==> config.mk <==
export PLATFORM = sky130hd
export DESIGN_NAME = gpio_smbus_port
export DESIGN_NICKNAME = d
export VERILOG_FILES = /design/src/rtl/gsp_pkg.sv /design/src/rtl/gsp_sync.sv /design/src/rtl/gsp_regs.sv /design/src/rtl/gsp_line_drv.sv /design/src/rtl/gpio_smbus_port.sv
export SDC_FILE = /design/constraint.sdc
export NUM_CORES = 1
export LEC_CHECK = 0
export ABC_AREA = 1
export BUFFER_PORTS_ARGS = -buffer_cell sky130_fd_sc_hd__buf_2
export CAP_MARGIN = 25
export CORE_MARGIN = 5
export CORE_UTILIZATION = 55
export CTS_BUF_LIST = sky130_fd_sc_hd__clkbuf_8
export DETAILED_ROUTE_END_ITERATION = 12
export HOLD_SLACK_MARGIN = 0.05
export PLACE_DENSITY = 0.78
export SLEW_MARGIN = 20
export SYNTH_ARGS = -nofsm -noshare
export SYNTH_HDL_FRONTEND = slang
export SYNTH_SLANG_ARGS = --single-unit
==> constraint.sdc <==
create_clock -name clk_i -period 4.4 [get_ports clk_i]
set_clock_uncertainty 0.2 [all_clocks]
set_input_delay 0.44 -clock clk_i [delete_from_list [all_inputs] [get_ports clk_i]]
set_output_delay 0.44 -clock clk_i [all_outputs]
set_load 0.1 [all_outputs]
==> src/rtl/gsp_pkg.sv <==
package gsp_pkg;
  localparam int unsigned BYTE_W = 8;
  localparam logic [1:0] ADDR_IN  = 2'd0;
  localparam logic [1:0] ADDR_OUT = 2'd1;
  localparam logic [1:0] ADDR_DIR = 2'd2;
  localparam logic [1:0] ADDR_RSV = 2'd3;
  localparam int unsigned BIT_SDA = 0;
  localparam int unsigned BIT_SCL = 1;
endpackage

==> src/rtl/gsp_sync.sv <==
module gsp_sync #(
  parameter int unsigned STAGES = 2,
  parameter int unsigned WIDTH  = 2
) (
  input  logic             clk_i,
  input  logic             rst_ni,
  input  logic [WIDTH-1:0] d_i,
  output logic [WIDTH-1:0] q_o
);
  logic [STAGES-1:0] chain_q [WIDTH];

  for (genvar w = 0; w < WIDTH; w++) begin : g_line
    if (STAGES == 1) begin : g_one
      always_ff @(posedge clk_i or negedge rst_ni) begin
        if (!rst_ni) chain_q[w] <= '1;
        else         chain_q[w] <= d_i[w];
      end
    end else begin : g_many
      always_ff @(posedge clk_i or negedge rst_ni) begin
        if (!rst_ni) chain_q[w] <= '1;
        else         chain_q[w] <= {chain_q[w][STAGES-2:0], d_i[w]};
      end
    end
    assign q_o[w] = chain_q[w][STAGES-1];
  end
endmodule

==> src/rtl/gsp_regs.sv <==
module gsp_regs
  import gsp_pkg::*;
#(
  parameter int unsigned SYNC_STAGES = 2
) (
  input  logic              clk_i,
  input  logic              rst_ni,
  input  logic [1:0]        addr_i,
  input  logic              rd_i,
  input  logic              wr_i,
  input  logic [BYTE_W-1:0] wdata_i,
  output logic [BYTE_W-1:0] rdata_o,
  input  logic              sda_s_i,
  input  logic              scl_s_i,
  output logic              eff_o,
  output logic [BYTE_W-1:0] out_nx_o,
  output logic [BYTE_W-1:0] dir_nx_o,
  output logic [BYTE_W-1:0] dir_q_o
);
  localparam int unsigned LAT = SYNC_STAGES + 1;
  localparam int unsigned CW  = $clog2(LAT + 1);

  logic [BYTE_W-1:0] in_q, out_q, dir_q;
  logic [CW-1:0]     cnt_q;
  logic              hit_out, hit_dir, capture;

  always_comb begin
    hit_out  = wr_i && (addr_i == ADDR_OUT) && (wdata_i != out_q);
    hit_dir  = wr_i && (addr_i == ADDR_DIR) && (wdata_i != dir_q);
    eff_o    = hit_out || hit_dir;
    out_nx_o = hit_out ? wdata_i : out_q;
    dir_nx_o = hit_dir ? wdata_i : dir_q;
    capture  = !eff_o && (cnt_q == CW'(1));
  end

  always_ff @(posedge clk_i or negedge rst_ni) begin
    if (!rst_ni) begin
      out_q <= '0;
      dir_q <= '0;
      in_q  <= '0;
      cnt_q <= '0;
    end else begin
      out_q <= out_nx_o;
      dir_q <= dir_nx_o;
      if (eff_o)              cnt_q <= CW'(LAT);
      else if (cnt_q != '0)   cnt_q <= cnt_q - CW'(1);
      if (capture) begin
        in_q          <= '0;
        in_q[BIT_SDA] <= sda_s_i;
        in_q[BIT_SCL] <= scl_s_i;
      end
    end
  end

  always_comb begin
    rdata_o = '0;
    if (rd_i) begin
      unique case (addr_i)
        ADDR_IN:  rdata_o = in_q;
        ADDR_OUT: rdata_o = out_q;
        ADDR_DIR: rdata_o = dir_q;
        default:  rdata_o = '0;
      endcase
    end
  end

  assign dir_q_o = dir_q;
endmodule

==> src/rtl/gsp_line_drv.sv <==
module gsp_line_drv (
  input  logic clk_i,
  input  logic rst_ni,
  input  logic eff_i,
  input  logic sda_val_i,
  input  logic sda_dir_i,
  input  logic scl_val_i,
  input  logic scl_dir_i,
  output logic sda_oe_o,
  output logic scl_oe_o
);
  logic sda_lvl_q, scl_lvl_q;

  always_ff @(posedge clk_i or negedge rst_ni) begin
    if (!rst_ni) begin
      sda_lvl_q <= 1'b1;
      scl_lvl_q <= 1'b1;
    end else if (eff_i) begin
      sda_lvl_q <= sda_dir_i ? sda_val_i : 1'b1;
      if (scl_dir_i) scl_lvl_q <= scl_val_i;
    end
  end

  // open drain: pull down only for a driven 0
  assign sda_oe_o = !sda_lvl_q;
  assign scl_oe_o = !scl_lvl_q;
endmodule

==> src/rtl/gpio_smbus_port.sv <==
module gpio_smbus_port
  import gsp_pkg::*;
#(
  parameter int unsigned SYNC_STAGES = 2
) (
  input  logic       clk_i,
  input  logic       rst_ni,
  input  logic [1:0] addr_i,
  input  logic       rd_i,
  input  logic       wr_i,
  input  logic [7:0] wdata_i,
  output logic [7:0] rdata_o,
  input  logic       scl_i,
  input  logic       sda_i,
  output logic       scl_oe_o,
  output logic       sda_oe_o
);
  logic [1:0]        line_s;
  logic              eff;
  logic [BYTE_W-1:0] out_nx, dir_nx, dir_q;

  gsp_sync #(.STAGES(SYNC_STAGES), .WIDTH(2)) u_sync (
    .clk_i (clk_i),
    .rst_ni(rst_ni),
    .d_i   ({scl_i, sda_i}),
    .q_o   (line_s)
  );

  gsp_regs #(.SYNC_STAGES(SYNC_STAGES)) u_regs (
    .clk_i   (clk_i),
    .rst_ni  (rst_ni),
    .addr_i  (addr_i),
    .rd_i    (rd_i),
    .wr_i    (wr_i),
    .wdata_i (wdata_i),
    .rdata_o (rdata_o),
    .sda_s_i (line_s[0]),
    .scl_s_i (line_s[1]),
    .eff_o   (eff),
    .out_nx_o(out_nx),
    .dir_nx_o(dir_nx),
    .dir_q_o (dir_q)
  );

  gsp_line_drv u_drv (
    .clk_i    (clk_i),
    .rst_ni   (rst_ni),
    .eff_i    (eff),
    .sda_val_i(out_nx[BIT_SDA]),
    .sda_dir_i(dir_nx[BIT_SDA]),
    .scl_val_i(out_nx[BIT_SCL]),
    .scl_dir_i(dir_nx[BIT_SCL]),
    .sda_oe_o (sda_oe_o),
    .scl_oe_o (scl_oe_o)
  );
endmodule

# Word level (Yosys, flattened, before mapping)
# Cells that the tools add are included.
# op_classes
add_sub_neg	1
n_eq_ne	5
n_mux	7
reduce_logical	13
# ops
op	n
8-bit one-hot mux with 3 select lines	1
8-bit != test	2
2-bit 2-to-1 mux	4
8-bit 2-to-1 mux	1
1-bit logical AND	5
2-bit by 1-bit == test with 1-bit output, second input constant	2
2-bit nonzero test	2
1-bit logical NOT	3
2-bit == test, second input constant	1
2-bit logical NOT	1
2-bit AND reduction	1
2-bit by 1-bit subtractor with 2-bit output, second input constant	1
1-bit logical OR	1
1-bit 2-to-1 mux	1
# word_totals
register_bits	26
input_bits	16
out_inout_bits	10
wordCells	36

# Logic depth before layout (Yosys ltp)
# depth
word_depth	6
depth_mapped	12
ltp_nobuf	12

# By module
# From an unflattened synthesis, not the netlist that was laid out.
# hier_totals
cells_unflattened	192
hier_area_um2	1452.6
# modules_own_cells
module	n_inst	cells_each	area_per_inst_um2	seq_area_each_um2
gsp_regs	1	172	1233.7	500.5
gsp_sync	1	6	120.1	105.1
gsp_line_drv	1	14	98.8	52.6

# Least setup slack after synthesis
# Ideal clock, no wire load.
# synth_path
kind	input-to-output
start	input addr_i[1]
end	output rdata_o[5]
arrival_time_ns	2.191
required_ns	3.760
path_slack_ns	1.569
cell_stages	6
n_path_buf	1
path_cell_list	buf_6 > inv_4 > nand2_1 > o22ai_1 > inv_1 > nor2_1
# synth_via
elab_chain_cells	3
elab_cells_between_ends	5
cone_classes	eq/ne (2); mux (2); reduce/logical (1)
# synth_rtl
item	line	source
start: declaration	gpio_smbus_port.sv:8	input logic [1:0] addr_i,
2-bit == test, or another cell as far along	gsp_regs.sv:58	unique case (addr_i)
8-bit one-hot mux with 3 select lines (*)	gsp_regs.sv:58	
8-bit 2-to-1 mux (*)	gsp_regs.sv:57	if (rd_i) begin
end: declaration	gpio_smbus_port.sv:12	output logic [7:0] rdata_o,
# Mark *: on every way between the ends. The rest lies on a longest branch, timed or not.

# Worst setup path after layout
# Ends and elaborated chain as after synthesis.

==> flow_summary.yaml <==
status:
  status: "finished, final reports clean"
finish:
  drive_gt1_share_pct: 23.8
  layout_commonest_cell: "nand2_1"
  insertedDiodeCount: 0
  final_cell_mix: "66 x nand2_1, 27 x inv_1, 25 x buf_2"
  area.growth.synth_to_final_pct: 13.9
  final_util_pct: 64.2
  final_nets: 242
pwr:
  power.density_nw_per_um2: 461
  vdd_drop_max_mv: 0.350
  leakagePower_nw: 0.907
routing:
  antenna_left: 0
  wire_per_inst_microns: 11.9
  drc: 0
  vias: 1285
  vias_per_cell: 5.06
  drt-total-wl_mm: 3.03
  drt-pass1-iter-count: 4
  drt-initial-drc-count: 71
critical_path:
  crit_top_cell: "buf_2"
  arrival_ps: 1590
  worst_setup_path_end_kind: "output port"
  cp-start-kind: "primary input"
  path_class: "in -> out"
  cp_cell_sequence: "buf_2, inv_4, nand2_1, o22ai_1, inv_1, nor2_1, buf_2"
  crit_path_max_incr_delay_ps: 430
  crit_path_top_delay_cell: "buf_2"
  worstPathMaxFanout: 9
  cp.required_ps: 3760
floorplan:
  die_h_microns: 62.5
  rows: 19
  initial_core_util_pct: 56.4
  ios: 26
  die_area_sq_um: 3900
  core-area_sq_um: 2690
  die_w_microns: 62.5
clock_network:
  path_clk_slew_ps: 90
  cts_num_sinks: 26
  cts_tree: "yes"
  postCtsSetupBuffers: 0
  cts_buffer_depth: 2
  cts_root_buffer: "clkbuf_8"
  cts_max_level: 1
  clk-insertion-delay-late_ps: 270
  cts-buffers-inserted: 3
synthesis:
  synth_seq_cells: 26
  synth_top_area_share_pct: 33.0
  yosysUniqueCellTypes: 21
  yosysSeqAreaShare_pct: 43.4
  yosys.area_share.simple_pct: 30.3
  synth-compound-area-share_pct: 8.51
  synth_area_sq_um: 1520
  synthTopCellsByArea: "dfrtp_1 33%, nand2_1 16%, dfstp_2 10%"
  syn_avg_cell_area_sq_um: 7.73
  synthXorXnorAreaFrac_pct: 4.62
  synth_fa_ha_area_share_pct: 1.65
  synth.largest_area_cell: "dfrtp_1"
  yosysWarnings: 0
  synth_top_family_by_area: "simple AND/OR/NAND/NOR gates"
  muxShareOfSynthArea_pct: 0
  syn_inst: 196
  synthesis.nets: 214
global_route:
  overflow: 0
  grt_pass1_vias: 1284
  grt_use_total_pct: 16.7
  antenna_found_initial: 0
  grt_start_max_net_pins: 27
  grt_pass1_wl_mm: 5.41
placed_design:
  port-buffer-count: 25
  routabilityCongestion: 0.861
  dp_hpwl_mm: 2.34
sta:
  period_minus_slack_ps: 2230
  slew_viol_final: 0
  grt_setup_unrepaired: "false"
  hold_viol_final: 0
  relSlewSlack_pct: 62.4
  finalSetupViolCount: 0
  worst_pin_slew_ps: 563
  max_freq_mhz: 449
  tns_ps: 0
  period_share_pct: 50.6
worst_hold_path:
  hp-class: "in -> reg"
job:
  cap_violations: 0
metrics by stage:
stage / area, sq um / hold slack [ps] / worst slack [ps] / power (mW) / cells
final: 1730 / 59.6 / 2170 / 0.796 / 254
after global routing: 1730 / 50.1 / 2080 / 0.855 / 254
after CTS: 1730 / 55.0 / 2180 / 0.803 / 254
after detailed placement: 1630 / 152 / 2180 / 0.602 / 248
after global placement: 1630 / 147 / 2200 / 0.596 / 248
after floorplan: 1520 / -55.6 / 1570 / 0.548 / 196
what timing repair did:
item,4_1_cts,5_1_grt
endpoints found under the hold margin,21,0
hold buffers,2,0
resized for setup,0,0
sequential cells by signal, summed over array words and instances, names as in the netlist:
signal	count
u_sync.chain_q	2
u_regs.cnt_q	2
u_drv.scl_lvl_q	1
u_drv.sda_lvl_q	1
u_regs.dir_q_o	8
u_sync.q_o	2
u_regs.in_q	2
u_regs.out_q	8
synthesized netlist by cell type:
| library cell | number |
|---|---|
| a21oi_1 | 5 |
| buf_6 | 4 |
| dfrtp_1 | 20 |
| dfstp_2 | 6 |
| ha_1 | 2 |
| inv_1 | 27 |
| inv_2 | 4 |
| inv_4 | 2 |
| nand2_1 | 66 |
| nand2_2 | 3 |
| nand2_4 | 3 |
| nand3_1 | 16 |
| nor2_1 | 2 |
| nor2_2 | 3 |
| nor2_4 | 2 |
| nor2_8 | 1 |
| nor3_1 | 2 |
| o21ai_0 | 5 |
| o21ai_1 | 12 |
| o22ai_1 | 3 |
| xnor2_1 | 8 |
critical path: cells and delay by family:
kind / cells / cell delay, ps
compound gates: 1 / 190
buf+inv: 4 / 740
simple gates: 2 / 210
routing by layer:
layer	global-route usage, %	up-vias	routed length (microns)
met5	0	-	0
met4	3.45	0	17
met3	2.88	2	121
met2	29.8	24	1530
met1	20.9	600	1360
li1	-	659	-
layout make-up:
class	count	area (sq um)
clock buffers	3	41.3
clock inverters	1	30.0
fillers	237	961
inverters	33	129
multi-input cells	133	683
flip-flops and latches	26	658
well taps	31	38.8
repair buffers	27	145
logic make-up after synthesis:
kind of cell	Yosys count
AND/OR/NAND/NOR	98
buffers and inverters	37
flip-flops	26
AO/OA/AOI/OAI	25
XOR/XNOR	8
adder cells (fa/ha/maj)	2
final timing paths:
kind / slack (ps) / start / to / depth (start not counted)
max: 2170 / addr_i[1] / rdata_o[5] / 7
min: 60 / scl_i / u_sync.chain_q[0]$_DFF_PN1_ / 1
max reg2reg: 2720 / u_regs.out_q[0]$_DFF_PN0_ / u_regs.cnt_q[0]$_DFFE_PN0P_ / 10
min reg2reg: 160 / u_sync.chain_q[2]$_DFF_PN1_ / u_sync.q_o[0]$_DFF_PN1_ / 0
max in group asynchronous: 3140 / rst_ni / u_regs.out_q[4]$_DFFE_PN0P_ / 2
min in group asynchronous: 490 / rst_ni / u_regs.dir_q_o[1]$_DFF_PN0_ / 2
power breakdown:
group	switching, mW	leakage [nW]	internal [mW]	total, mW
clock	0.0760	0.0357	0.122	0.198
sequential	0.0328	0.308	0.292	0.325
combinational	0.191	0.563	0.0826	0.274
total	0.300	0.907	0.496	0.796
(Power assumes the default switching activity.)
